### src/rtl/gpio_pkg.sv
package gpio_pkg;

    localparam int unsigned REG_ADDR_W = 2;
    localparam int unsigned REG_COUNT  = 1 << REG_ADDR_W;

    typedef enum logic [REG_ADDR_W-1:0] {
        REG_DATA = 2'd0,
        REG_DIR  = 2'd1,
        REG_ALT  = 2'd2,
        REG_ANA  = 2'd3
    } reg_sel_e;

    // Per-pin configuration gathered from the register bank
    typedef struct packed {
        logic data;
        logic dir;
        logic alt;
        logic ana;
    } pin_cfg_t;

    // Per-pin pad controls
    typedef struct packed {
        logic oe;
        logic out;
        logic ie;
    } pad_ctl_t;

    // Ownership order: analog, then alternate digital, then the port itself
    function automatic pad_ctl_t pick_pad(input pin_cfg_t cfg,
                                          input logic     out_only,
                                          input logic     periph_oe,
                                          input logic     periph_out);
        pad_ctl_t p;
        if (cfg.ana) begin
            p.oe  = 1'b0;
            p.out = 1'b0;
            p.ie  = 1'b0;
        end else if (cfg.alt) begin
            p.oe  = periph_oe;
            p.out = periph_out;
            p.ie  = ~out_only;
        end else begin
            p.oe  = cfg.dir;
            p.out = cfg.data;
            p.ie  = ~out_only;
        end
        return p;
    endfunction

    // One read bit of the data register
    function automatic logic read_bit(input logic dir, input logic data,
                                      input logic synced, input logic ie);
        return dir ? data : (synced & ie);
    endfunction

endpackage

### src/rtl/gpio_regs.sv
module gpio_regs
    import gpio_pkg::*;
#(
    parameter int unsigned WIDTH = 8
) (
    input  logic                  clk,
    input  logic                  rst,
    input  logic                  wr,
    input  logic [REG_ADDR_W-1:0] addr,
    input  logic [WIDTH-1:0]      wdata,
    output logic [WIDTH-1:0]      data_q,
    output logic [WIDTH-1:0]      dir_q,
    output logic [WIDTH-1:0]      alt_q,
    output logic [WIDTH-1:0]      ana_q
);

    logic [WIDTH-1:0] bank [REG_COUNT];

    for (genvar r = 0; r < REG_COUNT; r++) begin : g_reg
        always_ff @(posedge clk) begin
            if (rst) begin
                bank[r] <= '0;
            end else if (wr && (addr == REG_ADDR_W'(r))) begin
                bank[r] <= wdata;
            end
        end

        AST_WRITE_LANDS: assert property (@(posedge clk) disable iff (rst)
            (wr && addr == REG_ADDR_W'(r)) |=> (bank[r] == $past(wdata)));
    end

    assign data_q = bank[REG_DATA];
    assign dir_q  = bank[REG_DIR];
    assign alt_q  = bank[REG_ALT];
    assign ana_q  = bank[REG_ANA];

endmodule

### src/rtl/gpio_sync.sv
module gpio_sync #(
    parameter int unsigned WIDTH  = 8,
    parameter int unsigned STAGES = 2
) (
    input  logic             clk,
    input  logic             rst,
    input  logic [WIDTH-1:0] d,
    output logic [WIDTH-1:0] q
);

    localparam int unsigned LAST = STAGES - 1;

    logic [WIDTH-1:0] stage [STAGES];

    for (genvar s = 0; s < STAGES; s++) begin : g_stage
        always_ff @(posedge clk) begin
            if (rst) begin
                stage[s] <= '0;
            end else if (s == 0) begin
                stage[s] <= d;
            end else begin
                stage[s] <= stage[(s == 0) ? 0 : s - 1];
            end
        end
    end

    assign q = stage[LAST];

    if (STAGES > 1) begin : g_chk
        AST_SYNC_SHIFT: assert property (@(posedge clk) disable iff (rst)
            !$past(rst) |-> (stage[LAST] == $past(stage[LAST-1])));
    end

endmodule

### src/rtl/gpio_pinmux.sv
module gpio_pinmux
    import gpio_pkg::*;
#(
    parameter int unsigned     WIDTH    = 8,
    parameter logic [WIDTH-1:0] OUT_ONLY = 8'h80
) (
    input  logic             clk,
    input  logic             rst,
    input  logic [WIDTH-1:0] data_q,
    input  logic [WIDTH-1:0] dir_q,
    input  logic [WIDTH-1:0] alt_q,
    input  logic [WIDTH-1:0] ana_q,
    input  logic [WIDTH-1:0] alt_out,
    input  logic [WIDTH-1:0] alt_oe,
    input  logic [WIDTH-1:0] pin_in,
    output logic [WIDTH-1:0] pin_out,
    output logic [WIDTH-1:0] pin_oe,
    output logic [WIDTH-1:0] pin_ie,
    output logic [WIDTH-1:0] pin_ana,
    output logic [WIDTH-1:0] alt_in
);

    for (genvar i = 0; i < WIDTH; i++) begin : g_pin
        pin_cfg_t cfg;
        pad_ctl_t pad;

        always_comb begin
            cfg.data = data_q[i];
            cfg.dir  = dir_q[i];
            cfg.alt  = alt_q[i];
            cfg.ana  = ana_q[i];
            pad      = pick_pad(cfg, OUT_ONLY[i], alt_oe[i], alt_out[i]);
        end

        assign pin_oe[i]  = pad.oe;
        assign pin_out[i] = pad.out;
        assign pin_ie[i]  = pad.ie;
        assign alt_in[i]  = pin_in[i] & pad.ie;
        assign pin_ana[i] = ana_q[i];
    end

    AST_OUT_ONLY_NO_INPUT: assert property (@(posedge clk) disable iff (rst)
        ((pin_ie | alt_in) & OUT_ONLY) == '0);

endmodule

### src/rtl/gpio_port.sv
module gpio_port
    import gpio_pkg::*;
#(
    parameter int unsigned      WIDTH       = 8,
    parameter int unsigned      SYNC_STAGES = 2,
    parameter logic [WIDTH-1:0] OUT_ONLY    = 8'h80
) (
    input  logic                  clk,
    input  logic                  rst,
    input  logic                  bus_wr,
    input  logic [REG_ADDR_W-1:0] bus_addr,
    input  logic [WIDTH-1:0]      bus_wdata,
    output logic [WIDTH-1:0]      bus_rdata,
    input  logic [WIDTH-1:0]      pin_in,
    output logic [WIDTH-1:0]      pin_out,
    output logic [WIDTH-1:0]      pin_oe,
    output logic [WIDTH-1:0]      pin_ie,
    output logic [WIDTH-1:0]      pin_ana,
    input  logic [WIDTH-1:0]      alt_out,
    input  logic [WIDTH-1:0]      alt_oe,
    output logic [WIDTH-1:0]      alt_in
);

    logic [WIDTH-1:0] data_q, dir_q, alt_q, ana_q;
    logic [WIDTH-1:0] synced;
    logic [WIDTH-1:0] data_view;
    logic [WIDTH-1:0] rd_next;

    gpio_regs #(.WIDTH(WIDTH)) u_regs (
        .clk    (clk),
        .rst    (rst),
        .wr     (bus_wr),
        .addr   (bus_addr),
        .wdata  (bus_wdata),
        .data_q (data_q),
        .dir_q  (dir_q),
        .alt_q  (alt_q),
        .ana_q  (ana_q)
    );

    gpio_pinmux #(.WIDTH(WIDTH), .OUT_ONLY(OUT_ONLY)) u_mux (
        .clk     (clk),
        .rst     (rst),
        .data_q  (data_q),
        .dir_q   (dir_q),
        .alt_q   (alt_q),
        .ana_q   (ana_q),
        .alt_out (alt_out),
        .alt_oe  (alt_oe),
        .pin_in  (pin_in),
        .pin_out (pin_out),
        .pin_oe  (pin_oe),
        .pin_ie  (pin_ie),
        .pin_ana (pin_ana),
        .alt_in  (alt_in)
    );

    // Gating ahead of the synchronizer keeps a disabled buffer from toggling it
    gpio_sync #(.WIDTH(WIDTH), .STAGES(SYNC_STAGES)) u_sync (
        .clk (clk),
        .rst (rst),
        .d   (pin_in & pin_ie),
        .q   (synced)
    );

    // Gating after it hides values captured before the buffer turned off
    always_comb begin
        for (int i = 0; i < WIDTH; i++) begin
            data_view[i] = read_bit(dir_q[i], data_q[i], synced[i], pin_ie[i]);
        end
    end

    always_comb begin
        unique case (reg_sel_e'(bus_addr))
            REG_DATA: rd_next = data_view;
            REG_DIR:  rd_next = dir_q;
            REG_ALT:  rd_next = alt_q;
            REG_ANA:  rd_next = ana_q;
            default:  rd_next = '0;
        endcase
    end

    always_ff @(posedge clk) begin
        if (rst) begin
            bus_rdata <= '0;
        end else begin
            bus_rdata <= rd_next;
        end
    end

    AST_RESET_QUIET: assert property (@(posedge clk) disable iff (rst)
        $past(rst) |-> (pin_oe == '0 && bus_rdata == '0));

    AST_ANALOG_OWNS_PIN: assert property (@(posedge clk) disable iff (rst)
        (ana_q & (pin_oe | pin_ie | pin_out | alt_in)) == '0);

    AST_ALT_OWNS_OUTPUT: assert property (@(posedge clk) disable iff (rst)
        ((pin_oe ^ alt_oe) & alt_q & ~ana_q) == '0);

    AST_DIR_READBACK: assert property (@(posedge clk) disable iff (rst)
        $past(bus_addr == REG_ADDR_W'(REG_DIR)) |-> (bus_rdata == $past(dir_q)));

endmodule

### config.mk
export PLATFORM = sky130hd
export DESIGN_NAME = gpio_port
export DESIGN_NICKNAME = d
export VERILOG_FILES = /design/src/rtl/gpio_pkg.sv /design/src/rtl/gpio_regs.sv /design/src/rtl/gpio_sync.sv /design/src/rtl/gpio_pinmux.sv /design/src/rtl/gpio_port.sv
export SDC_FILE = /design/constraint.sdc
export NUM_CORES = 1
export LEC_CHECK = 0
export CAP_MARGIN = 25
export CORE_MARGIN = 2
export CORE_UTILIZATION = 42
export DETAILED_ROUTE_END_ITERATION = 10
export GPL_TIMING_DRIVEN = 0
export PLACE_DENSITY = 0.76
export SLEW_MARGIN = 20
export SYNTH_ARGS = -nofsm -noshare
export SYNTH_HDL_FRONTEND = slang
export SYNTH_HIERARCHICAL = 1
export SYNTH_SLANG_ARGS = --single-unit
### constraint.sdc
create_clock -name clk -period 1.5 [get_ports clk]
set_clock_uncertainty 0.1 [all_clocks]
set_input_delay 0.3 -clock clk [delete_from_list [all_inputs] [get_ports clk]]
set_output_delay 0.3 -clock clk [all_outputs]
set_load 0.005 [all_outputs]
## After elaboration in Yosys (flattened, before gate mapping)

Memory sizes are Yosys's and may differ from the RTL's.
Index checks and enable logic that the tools add are counted.

| word-level totals | value |
|---|---|
| register bits | 8 |
| latch bits | 0 |
| bits in writable memories | 48 |
| bits in read-only memories | 0 |
| bits of input ports | 37 |
| output and inout port bits | 48 |
| word-level logic and storage cells | 80 |
| memories | 2 |

Memory list:

| name | words | bits a word | read ports | clocked after Yosys merged registers in | wr ports | line | RTL |
|---|---|---|---|---|---|---|---|
| u_regs.bank | 4 | 8 | 4 | 0 | 4 | gpio_regs.sv:17 | `logic [WIDTH-1:0] bank [REG_COUNT];` |
| u_sync.stage | 2 | 8 | 2 | 0 | 2 | gpio_sync.sv:13 | `logic [WIDTH-1:0] stage [STAGES];` |

| cells by class | value |
|---|---|
| add/subtract/negate cells | 0 |
| multipliers | 0 |
| div/mod/pow operators | 0 |
| magnitude comparators | 0 |
| eq/ne operators | 3 |
| shift-type cells | 0 |
| multiplexer cells | 46 |
| bitwise gates (word level) | 23 |
| reductions and logical operators | 5 |

Operators by type and width:

| kind | count |
|---|---|
| $mux 3 | 16 |
| $mux 8 | 6 |
| $pmux 8 s4 | 1 |
| $mux 1 | 23 |
| $and 1x1->1 | 16 |
| $and 8x8->8 | 1 |
| $or 1x1->1 | 6 |
| $eq 2x2->1 const B | 2 |
| $logic_and 1x1->1 | 4 |
| $eq 2x1->1 const B | 1 |
| $logic_not 2->1 | 1 |

## Longest topological paths before layout

| depth | value |
|---|---|
| depth in word-level cells | 6 |
| mapped depth | 4 |
| mapped depth without buffers | 4 |

## Cells and area by module

The synthesis kept the hierarchy.

By module, submodules not included:

| module | instances | cells an instance | area an instance (µm²) | sequential area each (µm²) |
|---|---|---|---|---|
| gpio_regs | 1 | 86 | 1252.5 | 960.9 |
| gpio_port | 1 | 70 | 603.1 | 160.2 |
| gpio_sync | 1 | 33 | 464.2 | 320.3 |
| gpio_pinmux | 1 | 57 | 369.1 | 0.0 |

## Worst setup path before layout

OpenSTA, ideal clock, no wires.

| path | value |
|---|---|
| path kind | input-to-reg |
| start point | input bus_addr[1] |
| end point | memory u_regs.bank[1][0], enable pin |
| setup time | 375 ps |
| data arrival time | 1012 ps |
| required time | 1025 ps |
| slack | 13 ps |
| stages on the path | 3 |
| path buffers | 1 |
| path through | nand2b_1 buf_2 o21bai_1 |

RTL lines:

| item | line | RTL |
|---|---|---|
| start: declaration | gpio_port.sv:11 | `input logic [REG_ADDR_W-1:0] bus_addr,` |
| end: declaration | gpio_regs.sv:17 |  |

==> metrics.md <==
| Metric | Value |
|---|---|
| Run status | `finished with violations` |
| Violated checks | `negative setup slack` |
| First-pass GRT wire length | `11,400 um` |
| Count of yosys warnings during synthesis | `6` |
| Clock tree from TritonCTS | `built` |
| Area share of the largest cell type after synthesis | `0.357` |
| Highest ir drop seen on vdd | `0.520 mV` |
| Number of placed instances with taps included | `between 400 and 500` |
| Number of setup violations in the final report | `29` |
| Post-layout net count | `433` |
| Synthesized-area fraction occupied by ao, oa, aoi and oai cells | `0.0610` |
| Die Area | `0.00706 mm2` |
| Count of max-cap constraint violations | `0` |
| Synthesized area | `0.00269 mm2` |
| Power density over the cells | `808 mW/mm2` |
| Post-synthesis simple-gate area fraction | `0.243` |
| Initial standard-cell utilization of the core | `0.428` |
| Placer congestion estimate | `between 0.7 and 0.8` |
| Routed length per instance | `15.3 um` |
| Cell with the largest stage delay on the worst path | `edfxtp_1` |
| Upper clock frequency limit | `about 0.6 GHz` |
| Residual antenna-violating net count after detailed routing | `0` |
| Count of input and output buffers | `a little over 80` |
| Register bit total from synthesis | `56` |
| Worst path bufs/invs | `2` |
| Average cell area after synthesis | `10.9 um2` |
| Main combinational cell family by area after synthesis | `simple AND/OR/NAND/NOR gates` |
| Class of the tightest hold or removal check | `flop to flop` |
| Pin count of the biggest net entering global routing | `16` |
| Number of filler instances in the final layout | `515` |
| Row Count | `29` |
| Adder and majority gate portion of the synthesized area | `0` |
| Required time reported for the critical path endpoint | `1.10 ns` |
| Critical path class | `flop to primary output` |
| CTS buffer count | `5` |
| Post-synthesis share of cell area spent on xor and xnor gates | `0` |
| Syn Inst Count | `246` |
| Number of inserted diodes | `0` |
| Area added between synthesis and finish | `59.1%` |
| Number of vias per cell after detailed routing | `slightly below 5` |
| Count of vias placed by the detailed router | `2,308` |
| Max stage delay on crit path | `0.44 ns` |
| DR iter-0 viols | `153` |
| DP HPWL | `between 4000 and 5000 um` |
| Sort of element at the end of the critical path | `primary output` |
| Cell variety after synth | `25` |
| Clock tree buffer depth | `2` |
| Post-layout min period | `between 1.5 and 2 ns` |
| Number of antenna violations at the first check in global routing | `0` |
| Cell Chain, Critical Path | `buf_6 -> mux2i_2 -> nor2_2 -> buf_2` |
| Count of endpoints failing hold in the final timing report | `0` |
| Register area share after synthesis | `0.536` |
| Insertion delay to the later sink of the worst-skew pair | `about 0.30 ns` |
| Final setup margin | `-0.163 ns` |
| Clock-pin slew on the worst setup and hold paths | `0.09 ns` |
| Congestion Overflow GR | `0` |
| Clock tree root driver cell | `clkbuf_8` |
| Detailed-route wire length | `7230 um` |
| Static leakage power | `roughly 0.0019 uW` |
| IO Count | `85` |
| Fraction of the core area covered by cells at the end of the flow | `0.681` |
| Transition time at the pin with the least slew margin | `approximately 0.53 ns` |
| Dominant delay contributor by cell family on the critical path | `flip-flops` |
| Mux cell area share after synthesis | `0.0893` |
| Final worst path period share | `1.11` |
| CTS Sinks | `56` |
| Most area-hungry cell type in the Yosys netlist | `edfxtp_1` |
| Final count of pins violating max slew | `0` |
| Max-slew headroom at the worst pin | `0.647` |
| Pre-Repair DR Iteration Count | `4` |
| CP Max Fanout | `2` |
| Final std cells w/o fill | `474` |
| Share of layout cells above drive strength 1 | `0.426` |
| RSZ-0062 raised after global routing | `true` |
| DRC violations left | `0` |
| Core area | `0.00628 mm2` |
| Number of global-route vias before repair | `2,401` |
| Critical Path Start Type | `flop` |
| H-tree depth reported by CTS | `2` |
| Dominant cells by area after synthesis | `edfxtp_1 (36%), dfxtp_1 (18%), mux2i_1 (8.9%)` |
| Signal arrival time at the worst endpoint | `1.26 ns` |
| Die span in x | `approximately 84 um` |
| Die Ht | `about 84 um` |
| Overall global routing resource usage | `0.205` |
-- metal layers --
metal,global-route usage,routed length [um],up-vias
met4,0.0543,96,0
met1,0.251,2940,1086
met2,0.372,3750,84
met5,0,0,-
li1,-,-,1129
met3,0.0356,456,9
-- where the power goes --
part | internal [uW] | switching, uW | total, uW | leakage [uW]
sequential | 1730 | 70.8 | 1800 | 0.000513
combinational | 545 | 343 | 889 | 0.00135
clock | 333 | 436 | 769 | 0.0000395
-- layout by cell type (no fill, tap or decap), types with 3 or more instances in the layout --
| cell type | count |
|---|---|
| nor2b_1 | 9 |
| and2b_2 | 6 |
| nor2_4 | 3 |
| inv_4 | 5 |
| dfxtp_1 | 24 |
| buf_6 | 55 |
| nand2_1 | 16 |
| buf_2 | 27 |
| buf_4 | 34 |
| mux2i_1 | 19 |
| o211a_1 | 8 |
| clkbuf_1 | 3 |
| nor2b_2 | 7 |
| mux2i_2 | 4 |
| clkdlybuf4s50_1 | 32 |
| a31oi_1 | 8 |
| nor2_1 | 34 |
| nor2_2 | 12 |
| clkbuf_8 | 5 |
| and2_1 | 8 |
| nand3b_1 | 16 |
| dlygate4sd2_1 | 10 |
| o21bai_4 | 4 |
| edfxtp_1 | 32 |
-- sequential cells by signal, summed over array words and instances (netlist names) --
register      flops
bus_rdata         8
u_sync/stage     16
u_regs/bank      32
-- kinds of logic after synthesis --
family | Yosys count
AO/OA/AOI/OAI | 20
buffers and inverters | 28
flip-flops | 56
multiplexers | 24
other | 1
AND/OR/NAND/NOR | 117
-- repair_timing --
item,4_1_cts,5_1_grt
hold buffers,0,0
pin swaps,14,14
setup endpoints to repair,110,43
resized for setup,204,47
buffers inserted,68,9
-- cells in the mapped netlist --
cell and number:
a31oi_1 8, and2_1 8, and2b_2 6, buf_1 1, buf_2 4, buf_4 10
buf_6 5, conb_1 1, dfxtp_1 24, edfxtp_1 32, inv_1 8, mux2i_1 24
nand2_1 17, nand2b_1 2, nand2b_4 1, nand3b_1 16, nor2_1 40, nor2_2 8
nor2_4 1, nor2b_1 10, nor2b_2 7, o211a_1 8, o21bai_1 3, o21bai_2 1
or2_1 1
-- final timing paths --
kind	start	end	slack [ns]	depth (start not counted)
worst max-delay path	u_regs/bank[2][5]	pin_out[5]	-0.16	4
worst min-delay path	u_sync/stage[0][0]	u_sync/stage[1][0]	0.34	1
worst max register to register	u_regs/bank[3][5]	bus_rdata[5]	-0.02	8
worst min register to register	u_sync/stage[0][0]	u_sync/stage[1][0]	0.34	1
-- stage by stage --
step	worst slack (ns)	power [uW]	cell area [um2]	TNS (ns)	hold slack, ns
finish	-0.163	3460	4280	-2.18	0.344
global route	-0.209	3620	4280	-3.98	0.357
CTS	-0.216	3400	4170	-2.62	0.346
detailed placement	-0.922	2490	3600	-47.98	0.324
global placement	-0.884	2470	3600	-47.38	0.320
floorplan	0.0132	2110	2690	0	0.314
-- layout make-up --
| type | count | area, um2 | share of cell area |
|---|---|---|---|
| multi-input cells | 163 | 1170 | 0.274 |
| repair buffers | 146 | 1310 | 0.307 |
| clock buffers | 8 | 80.1 | 0.0187 |
| plain buffers | 16 | 135 | 0.0316 |
| inverters | 8 | 42.5 | 0.00995 |
| well taps | 77 | 96.3 | 0.0225 |
| flip-flops and latches | 56 | 1440 | 0.337 |
Note: power is estimated with default switching activity, not from simulation.
